$ cat src/rtl/srch_triplet_pkg.sv
package srch_triplet_pkg;

    // sequencer states
    typedef enum logic [2:0] {
        ST_IDLE,
        ST_REQ_ID,
        ST_WAIT_ID,
        ST_REQ_CMP,
        ST_WAIT_CMP,
        ST_REQ_WR,
        ST_WAIT_WR
    } step_e;

    // packed result, bit 2 down to bit 0
    typedef struct packed {
        logic dir;
        logic cmp;
        logic id;
    } trip_stat_t;

    localparam int STAT_W = $bits(trip_stat_t);

    typedef enum logic [1:0] {
        DEC_BRANCH,   // devices disagree, caller chooses
        DEC_FORCED,   // all remaining devices agree
        DEC_ABORT     // nobody answered
    } dec_kind_e;

    typedef struct packed {
        dec_kind_e kind;
        logic      dir;
    } decision_t;

    function automatic decision_t resolve(input logic id_b, input logic cmp_b,
                                          input logic pref);
        decision_t d;
        if (id_b && cmp_b) begin
            d.kind = DEC_ABORT;
            d.dir  = 1'b0;
        end else if (!id_b && !cmp_b) begin
            d.kind = DEC_BRANCH;
            d.dir  = pref;
        end else begin
            d.kind = DEC_FORCED;
            d.dir  = id_b;
        end
        return d;
    endfunction

endpackage

$ cat src/rtl/srch_triplet_decide.sv
module srch_triplet_decide
    import srch_triplet_pkg::*;
(
    input  logic      id_b_i,
    input  logic      cmp_b_i,
    input  logic      pref_i,
    output logic      abort_o,
    output logic      dir_o
);
    decision_t dec;

    always_comb begin
        dec     = resolve(id_b_i, cmp_b_i, pref_i);
        abort_o = (dec.kind == DEC_ABORT);
        dir_o   = dec.dir;
    end

    // decision relation between inputs and outputs
    always_comb begin
        if (!abort_o && (id_b_i != cmp_b_i))
            a_forced_r6: assert (dir_o == id_b_i);
    end

endmodule

$ cat src/rtl/srch_triplet_ctrl.sv
module srch_triplet_ctrl
    import srch_triplet_pkg::*;
(
    input  logic clk,
    input  logic rst,
    input  logic start_i,
    input  logic slot_done_i,
    input  logic abort_i,
    input  logic wr_dir_i,
    output logic slot_req_o,
    output logic slot_bit_o,
    output logic accept_o,
    output logic cap_id_o,
    output logic cap_cmp_o,
    output logic fin_abort_o,
    output logic fin_wr_o
);
    step_e st_q, st_d;

    always_comb begin
        st_d = st_q;
        unique case (st_q)
            ST_IDLE:     if (start_i) st_d = ST_REQ_ID;
            ST_REQ_ID:   st_d = ST_WAIT_ID;
            ST_WAIT_ID:  if (slot_done_i) st_d = ST_REQ_CMP;
            ST_REQ_CMP:  st_d = ST_WAIT_CMP;
            ST_WAIT_CMP: if (slot_done_i) st_d = abort_i ? ST_IDLE : ST_REQ_WR;
            ST_REQ_WR:   st_d = ST_WAIT_WR;
            ST_WAIT_WR:  if (slot_done_i) st_d = ST_IDLE;
            default:     st_d = ST_IDLE;
        endcase
    end

    always_ff @(posedge clk) begin
        if (rst) st_q <= ST_IDLE;
        else     st_q <= st_d;
    end

    always_comb begin
        slot_req_o  = (st_q == ST_REQ_ID) || (st_q == ST_REQ_CMP) || (st_q == ST_REQ_WR);
        slot_bit_o  = ((st_q == ST_REQ_WR) || (st_q == ST_WAIT_WR)) ? wr_dir_i : 1'b1;
        accept_o    = (st_q == ST_IDLE) && start_i;
        cap_id_o    = (st_q == ST_WAIT_ID) && slot_done_i;
        cap_cmp_o   = (st_q == ST_WAIT_CMP) && slot_done_i;
        fin_abort_o = cap_cmp_o && abort_i;
        fin_wr_o    = (st_q == ST_WAIT_WR) && slot_done_i;
    end

    // driven bit held while a slot is outstanding
    p_bit_stable_r7: assert property (@(posedge clk) disable iff (rst)
        ((st_q == ST_WAIT_WR) && !slot_done_i) |=> $stable(slot_bit_o));

    // requests last a single cycle
    p_req_single_r2: assert property (@(posedge clk) disable iff (rst)
        slot_req_o |=> !slot_req_o);

    // a start while busy does not return to the first slot
    p_busy_start_r9: assert property (@(posedge clk) disable iff (rst)
        ((st_q == ST_WAIT_CMP) && start_i && !slot_done_i) |=> (st_q == ST_WAIT_CMP));

endmodule

$ cat src/rtl/srch_triplet_regs.sv
module srch_triplet_regs
    import srch_triplet_pkg::*;
(
    input  logic              clk,
    input  logic              rst,
    input  logic              accept_i,
    input  logic              pref_dir_i,
    input  logic              cap_id_i,
    input  logic              cap_cmp_i,
    input  logic              fin_abort_i,
    input  logic              fin_wr_i,
    input  logic              rdata_i,
    input  logic              dir_i,
    output logic              pref_q_o,
    output logic              id_q_o,
    output logic              dir_q_o,
    output logic              done_o,
    output logic [STAT_W-1:0] status_o
);
    logic       pref_q, id_q, cmp_q, dir_q, done_q;
    trip_stat_t stat_q;

    always_ff @(posedge clk) begin
        if (rst) begin
            pref_q <= 1'b0;
            id_q   <= 1'b0;
            cmp_q  <= 1'b0;
            dir_q  <= 1'b0;
            done_q <= 1'b0;
            stat_q <= '0;
        end else begin
            done_q <= 1'b0;
            if (accept_i)  pref_q <= pref_dir_i;
            if (cap_id_i)  id_q   <= rdata_i;
            if (cap_cmp_i) begin
                cmp_q <= rdata_i;
                dir_q <= dir_i;
            end
            if (fin_abort_i) begin
                stat_q <= '{dir: 1'b0, cmp: 1'b1, id: 1'b1};
                done_q <= 1'b1;
            end else if (fin_wr_i) begin
                stat_q <= '{dir: dir_q, cmp: cmp_q, id: id_q};
                done_q <= 1'b1;
            end
        end
    end

    assign pref_q_o = pref_q;
    assign id_q_o   = id_q;
    assign dir_q_o  = dir_q;
    assign done_o   = done_q;
    assign status_o = stat_q;

endmodule

$ cat src/rtl/srch_triplet.sv
module srch_triplet
    import srch_triplet_pkg::*;
(
    input  logic              clk,
    input  logic              rst,
    input  logic              start_i,
    input  logic              pref_dir_i,
    output logic              slot_req_o,
    output logic              slot_bit_o,
    input  logic              slot_done_i,
    input  logic              slot_rdata_i,
    output logic              done_o,
    output logic [STAT_W-1:0] status_o
);
    logic accept, cap_id, cap_cmp, fin_abort, fin_wr;
    logic pref_q, id_q, dir_q, abort, dir_new;

    srch_triplet_decide u_decide (
        .id_b_i  (id_q),
        .cmp_b_i (slot_rdata_i),
        .pref_i  (pref_q),
        .abort_o (abort),
        .dir_o   (dir_new)
    );

    srch_triplet_ctrl u_ctrl (
        .clk         (clk),
        .rst         (rst),
        .start_i     (start_i),
        .slot_done_i (slot_done_i),
        .abort_i     (abort),
        .wr_dir_i    (dir_q),
        .slot_req_o  (slot_req_o),
        .slot_bit_o  (slot_bit_o),
        .accept_o    (accept),
        .cap_id_o    (cap_id),
        .cap_cmp_o   (cap_cmp),
        .fin_abort_o (fin_abort),
        .fin_wr_o    (fin_wr)
    );

    srch_triplet_regs u_regs (
        .clk         (clk),
        .rst         (rst),
        .accept_i    (accept),
        .pref_dir_i  (pref_dir_i),
        .cap_id_i    (cap_id),
        .cap_cmp_i   (cap_cmp),
        .fin_abort_i (fin_abort),
        .fin_wr_i    (fin_wr),
        .rdata_i     (slot_rdata_i),
        .dir_i       (dir_new),
        .pref_q_o    (pref_q),
        .id_q_o      (id_q),
        .dir_q_o     (dir_q),
        .done_o      (done_o),
        .status_o    (status_o)
    );

    // done is a single-cycle pulse
    p_done_single_r8: assert property (@(posedge clk) disable iff (rst)
        done_o |=> !done_o);

    // status moves only together with done
    p_status_hold_r8: assert property (@(posedge clk) disable iff (rst)
        !done_o |-> $stable(status_o));

    // the restart code never reports a direction
    p_restart_code_r4: assert property (@(posedge clk) disable iff (rst)
        (done_o && status_o[1:0] == 2'b11) |-> !status_o[2]);

    // a forced direction follows the ID bit
    p_forced_dir_r6: assert property (@(posedge clk) disable iff (rst)
        (done_o && (status_o[0] != status_o[1])) |-> (status_o[2] == status_o[0]));

    // quiet outputs in the first cycle after reset
    p_reset_quiet_r1: assert property (@(posedge clk)
        $past(rst) |-> (!slot_req_o && !done_o && status_o == '0));

endmodule

$ cat config.mk
export PLATFORM = sky130hd
export DESIGN_NAME = srch_triplet
export DESIGN_NICKNAME = d
export VERILOG_FILES = /design/src/rtl/srch_triplet_pkg.sv /design/src/rtl/srch_triplet_decide.sv /design/src/rtl/srch_triplet_ctrl.sv /design/src/rtl/srch_triplet_regs.sv /design/src/rtl/srch_triplet.sv
export SDC_FILE = /design/constraint.sdc
export NUM_CORES = 1
export LEC_CHECK = 0
export ABC_AREA = 1
export BUFFER_PORTS_ARGS = -buffer_cell sky130_fd_sc_hd__buf_2
export CORE_AREA = 2 2 39 41
export CTS_BUF_LIST = sky130_fd_sc_hd__clkbuf_8
export DETAILED_ROUTE_END_ITERATION = 12
export DIE_AREA = 0 0 41 43
export PLACE_DENSITY_LB_ADDON = 0.25
export SLEW_MARGIN = 20
export SYNTH_ARGS = -nofsm -noshare
export SYNTH_HDL_FRONTEND = slang
export SYNTH_SLANG_ARGS = --single-unit
$ cat constraint.sdc
create_clock -name clk -period 1.34 [get_ports clk]
set_input_delay 0.134 -clock clk [delete_from_list [all_inputs] [get_ports clk]]
set_output_delay 0.134 -clock clk [all_outputs]
set_load 0.02 [all_outputs]
==> impl_metrics.toml, run 1 <==
[run_status]
outcome = "completed"

[clock_tree]
clock_latency_ns = 0.24
cts_root_buf = "clkbuf_8"
htreeDepth = 1
clkTransAtPathRegs_ns = 0.05
cts_buffer_depth = 2
cts_tree = "done"
hold_buffers = 0
clock-sinks = 11
numCtsBuffers = 3

[floorplanning]
start_util_pct = 42.7
rows = 14
dieHeight_um = 43
fp.dieW_um = 41
core-area_sq_um = 1380
die_area_sq_um = 1760
io_pins = 12

[synth]
synth-seq-area-share_pct = 37.3
synth_area_leaders = "dfxtp_1 (37%), nand2_1 (11%), a21oi_1 (8.5%)"
synth_cell_types = 21
synth_edf_count = 0
syn_nets = 89
synth-seq-cells = 11
synth-async-reset-ratio_pct = 0
yosys_warnings = 0
synth_cells = 83
netlist_area_sq_um = 591
yosysMostFrequentCell = "nand2_1"
synthFlopType = "dfxtp_1"
yosysTopAreaCellShare_pct = 37.3
synth.avg_cell_area_sq_um = 7.12
ys_top_cells_by_count = "nand2_1 (17), dfxtp_1 (11), a21oi_1 (10)"
synth_top_area_cell = "dfxtp_1"

[global_routing]
grt_start_max_net_pins = 9
antenna_found_initial = 0
first_global_vias = 505
grt_pass1_wl_um = 2120
track_usage_pct = 17.9
grt-ovfl-total = 0

[power]
p_clk_share_pct = 33.0
intPower_w = 0.000674
seq_power_share_pct = 39.8
power_leakage_nw = 0.340
switchingPower_w = 0.000348
p_sw_share_pct = 34.0
powerDensity_nw_per_um2 = 1410
power_w = 0.00102
peakVddDrop_v = 0.000538
pwr-share-comb_pct = 27.2

[sta]
finalCritPeriodShare_pct = 97.6
fin_worst_skew_ns = 0.00137
setup-violations-final = 0
timing.fmax_mhz = 764
finalCriticalPeriod_ns = 1.31
maxSlewViolCount = 0
fin_setup_tns_ns = 0
rsz0062_at_grt = "no"
worst_pin_slew_ns = 0.182
hold_viol = 0
relSlewSlack_pct = 87.8

[worst_setup_path]
start_kind = "flop"
cp-endpoint = "slot_bit_o"
cp.arrival_ns = 1.17
critical_path_class = "flop to output port"
cp_max_fo = 4
timing.rr.start = "u_ctrl.st_q[0]$_SDFFE_PP0P_"
r2r_slack_ns = 0.21
r2r_cells = 8
crit_required_ns = 1.21
endpoint_kind = "output port"
critPathLaunch = "u_ctrl.st_q[0]$_SDFFE_PP0P_"
r2r-end = "u_regs.status_o[1]$_SDFFE_PP0P_"

[placed_design]
detailedPlacementHpwl_um = 913
place.gp.congestion = 0.827
port_buffers = 11

[hold_path]
min_from = "rst"
min_path_type = "input pin to flop"

[finish]
insertedDiodeCount = 0
area_growth_pct = 22.9
final_nets = 104
drive_above_1_share_pct = 37.1

[routing]
viasPerCell = 4.96
drt_iter0_drc = 18
routed-via-count = 560
wire_per_inst_um = 11.4
wirelength_um = 1280
drcViolationCount = 0
antenna_left = 0
firstDrtPassIters = 4

[flow_run]
maxCapViolCount = 0
worst min-delay path by stage:
stage | endpoint | slack [ns] | depth (start not counted)
6_report | u_ctrl.st_q[0]$_SDFFE_PP0P_ | 0.16 | 2
3_5_place_dp | u_regs.pref_q_o$_SDFFE_PP0P_ | 0.42 | 3
2_1_floorplan | u_regs.cmp_q$_SDFFE_PP0P_ | 0.28 | 2
5_1_grt | u_ctrl.st_q[0]$_SDFFE_PP0P_ | 0.18 | 2
3_3_place_gp | u_regs.pref_q_o$_SDFFE_PP0P_ | 0.41 | 3
4_1_cts | u_ctrl.st_q[0]$_SDFFE_PP0P_ | 0.17 | 2
routing by layer:
metal / GRT usage, % / up-vias / share of wire [%]
met4: 10.0 / 0 / 2.3
met2: 25.6 / 12 / 43
li1: - / 294 / -
met3: 4.71 / 5 / 4.0
met1: 23.3 / 249 / 50
met5: 0 / - / 0
area by class of cell:
type | count | area [sq um]
inverters | 13 | 51.3
flip-flops and latches | 11 | 229
clock inverters | 1 | 3.75
multi-input cells | 57 | 312
repair buffers | 12 | 68.8
clock buffers | 3 | 41.3
fillers | 139 | 658
well taps | 16 | 20.0
registers in the layout, indices dropped and copies added (netlist names):
signal / flops
u_regs.status_o: 3
u_regs.done_o: 1
u_regs.dir_q_o: 1
u_ctrl.st_q: 3
u_regs.id_q_o: 1
u_regs.pref_q_o: 1
u_regs.cmp_q: 1
what timing repair did:
item,in CTS,in global routing
cloned,0,0
buffers inserted,0,1
gates resized for setup,5,4
endpoints found under the setup margin,1,1
metrics by stage:
| stage | area [sq um] | hold slack (ns) | utilization, % | setup WS [ns] | std cells |
|---|---|---|---|---|---|
| after floorplan | 591 | 0.281 | - | 0.326 | 83 |
| after global placement | 651 | 0.413 | 47.0 | 0.172 | 108 |
| after detailed placement | 651 | 0.421 | 47.0 | 0.144 | 108 |
| after CTS | 707 | 0.167 | 51.1 | 0.00911 | 112 |
| after global routing | 726 | 0.179 | 52.4 | 0.00816 | 113 |
| final | 726 | 0.158 | 52.4 | 0.0319 | 113 |
cell families (layout without fill, tap and decap cells):
family                 Yosys count  in the layout  synth area share (%)
buffers and inverters           15             29                  10.8
AND/OR/NAND/NOR                 40             40                  36.0
AO/OA/AOI/OAI                   17             17                  15.9
flip-flops                      11             11                  37.3
power by group through the flow:
stage               Sequential, W  Combinational, W  Clock [W]
floorplan                0.000381          0.000232          0
global placement         0.000400          0.000249          0
detailed placement       0.000400          0.000251          0
CTS                      0.000404          0.000260   0.000335
global route             0.000410          0.000310   0.000347
finish                   0.000407          0.000278   0.000337
critical path, cell delays in order (launching register included):
cell     delay (ns)
dfxtp_4        0.36
inv_4          0.07
nand2_4        0.07
a211o_1        0.30
buf_6          0.13
placed cells by master (no fill, tap or decap), drive strengths merged:
cell	n
dfxtp	11
nand2	24
nor3	1
a21oi	10
a211o	1
o21a	1
nand4	1
nand3b	1
nand3	5
clkbuf	3
o21ai	4
nor3b	1
buf	12
inv	14
o211ai	1
nor2	7
(Power assumes the default switching activity.)
==> inputs of run 2 (changes only) <==
SETUP_SLACK_MARGIN = 0.4   (was default)
==> impl_metrics.toml, run 2 (synthesis results as in run 1) <==
[finish]
seq_area_sq_um = 231
fin_area_sq_um = 842
multi_input_area_sq_um = 354
final_util_pct = 60.8
area_growth_pct = 42.6
layout_common_cells = "nand2_1 (14), nand2_2 (9), buf_2 (9)"
fillCellCount = 133
final_nets = 111
layout_commonest_cell = "nand2_1"
insertedDiodeCount = 0
drive_above_1_share_pct = 50.0

[clock_tree]
numCtsBuffers = 3
cts_buffer_depth = 2
htreeDepth = 1
clkTransAtPathRegs_ns = 0.05
clock_latency_ns = 0.24
hold_buffers = 0
clock-sinks = 11
cts_root_buf = "clkbuf_8"
cts_tree = "done"

[worst_setup_path]
r2r_slack_ns = 0.15
slowest_delay_ns = 0.36
r2r_cells = 10
crit_required_ns = 1.21
timing.rr.start = "u_ctrl.st_q[0]$_SDFFE_PP0P_"
r2r-end = "u_regs.status_o[1]$_SDFFE_PP0P_"
cp_max_fo = 4
critPathSlowestCell = "dfxtp_4"
endpoint_kind = "output port"
critical_path_class = "flop to output port"
cp_num_buf_inv = 2
path_cells = "inv_2, nand2_2, a211o_1, buf_6"
cp_top_family = "flip-flops"
start_kind = "flop"
cp.arrival_ns = 1.13

[global_routing]
grt_pass1_wl_um = 2170
antenna_found_initial = 0
first_global_vias = 506
grt_start_max_net_pins = 9
use_met2_pct = 25.0
gr-max-usage-layer = "met1"
track_usage_pct = 18.5
grtUsageMet3_pct = 4.71
grt_util_met1_pct = 25.8
grt-ovfl-total = 0

[routing]
firstDrtPassIters = 4
drcViolationCount = 0
wirelength_um = 1350
drt_iter0_drc = 15
antenna_left = 0
viasPerCell = 4.97
routed-via-count = 596
wire_per_inst_um = 11.3

[power]
power_leakage_nw = 0.392
peakVddDrop_v = 0.000806
powerDensity_nw_per_um2 = 1400

[sta]
fin_setup_tns_ns = 0
maxSlewViolCount = 0
worst_pin_slew_ns = 0.206
finalCriticalPeriod_ns = 1.26
relSlewSlack_pct = 86.2
finalCritPeriodShare_pct = 94.2
setup-violations-final = 0
timing.fmax_mhz = 792
rsz0062_at_grt = "yes"
fin_worst_skew_ns = 0.00121
hold_viol = 0

[floorplanning]
io_pins = 12
start_util_pct = 42.7
die_area_sq_um = 1760
fp.dieW_um = 41
rows = 14
dieHeight_um = 43
core-area_sq_um = 1380

[hold_path]
min_from = "pref_dir_i"
whs_path_depth = 3
min_path_type = "input pin to flop"
holdPathEnd = "u_regs.pref_q_o$_SDFFE_PP0P_"

[placed_design]
detailedPlacementHpwl_um = 902
place_area_sq_um = 661
port_buffers = 11
place.gp.congestion = 0.856

[flow_run]
maxCapViolCount = 0

[run_status]
outcome = "completed"
[run 2: cell types whose count changed in the layout (fill, tap and decap cells not counted), sizes merged]
cell	delta
buf	+7
[run 2: area by class of cell]
type | count | share of cell area (%)
clock buffer | 3 | 4.90
clock inverter | 1 | 0.446
inverter | 13 | 6.69
multi-input combinational | 57 | 42.1
sequential | 11 | 27.5
tap | 16 | 2.38
timing repair buffer | 19 | 16.0
[run 2: through the flow]
stage / hold slack [ns] / worst slack (ns) / std cells / power, W
floorplan: 0.281 / 0.350 / 83 / 0.000631
global placement: 0.402 / 0.166 / 108 / 0.000667
detailed placement: 0.414 / 0.156 / 108 / 0.000667
CTS: 0.170 / 0.0820 / 119 / 0.00113
global route: 0.186 / 0.0296 / 120 / 0.00125
finish: 0.172 / 0.0775 / 120 / 0.00118
[run 2: layer usage]
| layer | up-vias | routed length (um) | part of all wire [%] |
|---|---|---|---|
| met5 | - | 0 | 0 |
| met3 | 5 | 66 | 4.9 |
| met2 | 14 | 609 | 45 |
| met4 | 0 | 36 | 2.7 |
| li1 | 308 | - | - |
| met1 | 269 | 640 | 47 |
[run 2: worst reg2reg max path, delay by kind of cell, from the launching register on]
family	cells	cell delay, ns
buffers and inverters	4	0.32
flip-flops	1	0.36
AND/OR/NAND/NOR	6	0.40
[run 2: repair_timing]
action                     4_1_cts  5_1_grt
setup endpoints to repair       13       13
pin swaps                        5        4
resized for setup               13       10
buffers inserted                 7        1
[run 2: worst max path at each step]
| stage | slack, ns | cells past startpoint | startpoint | to |
|---|---|---|---|---|
| 2_1_floorplan | 0.35 | 4 | u_ctrl.st_q[1]$_SDFFE_PP0P_ | slot_bit_o |
| 3_3_place_gp | 0.17 | 3 | u_ctrl.st_q[1]$_SDFFE_PP0P_ | slot_bit_o |
| 3_5_place_dp | 0.16 | 3 | u_ctrl.st_q[1]$_SDFFE_PP0P_ | slot_bit_o |
| 4_1_cts | 0.08 | 4 | u_ctrl.st_q[0]$_SDFFE_PP0P_ | slot_bit_o |
| 5_1_grt | 0.03 | 4 | u_ctrl.st_q[1]$_SDFFE_PP0P_ | slot_bit_o |
| 6_report | 0.08 | 4 | u_ctrl.st_q[1]$_SDFFE_PP0P_ | slot_bit_o |
[run 2: report_power, final]
group	switching, W	internal (W)
Clock	0.000126	0.000201
Sequential	0.0000359	0.000364
Combinational	0.000239	0.000215
Total	0.000400	0.000781
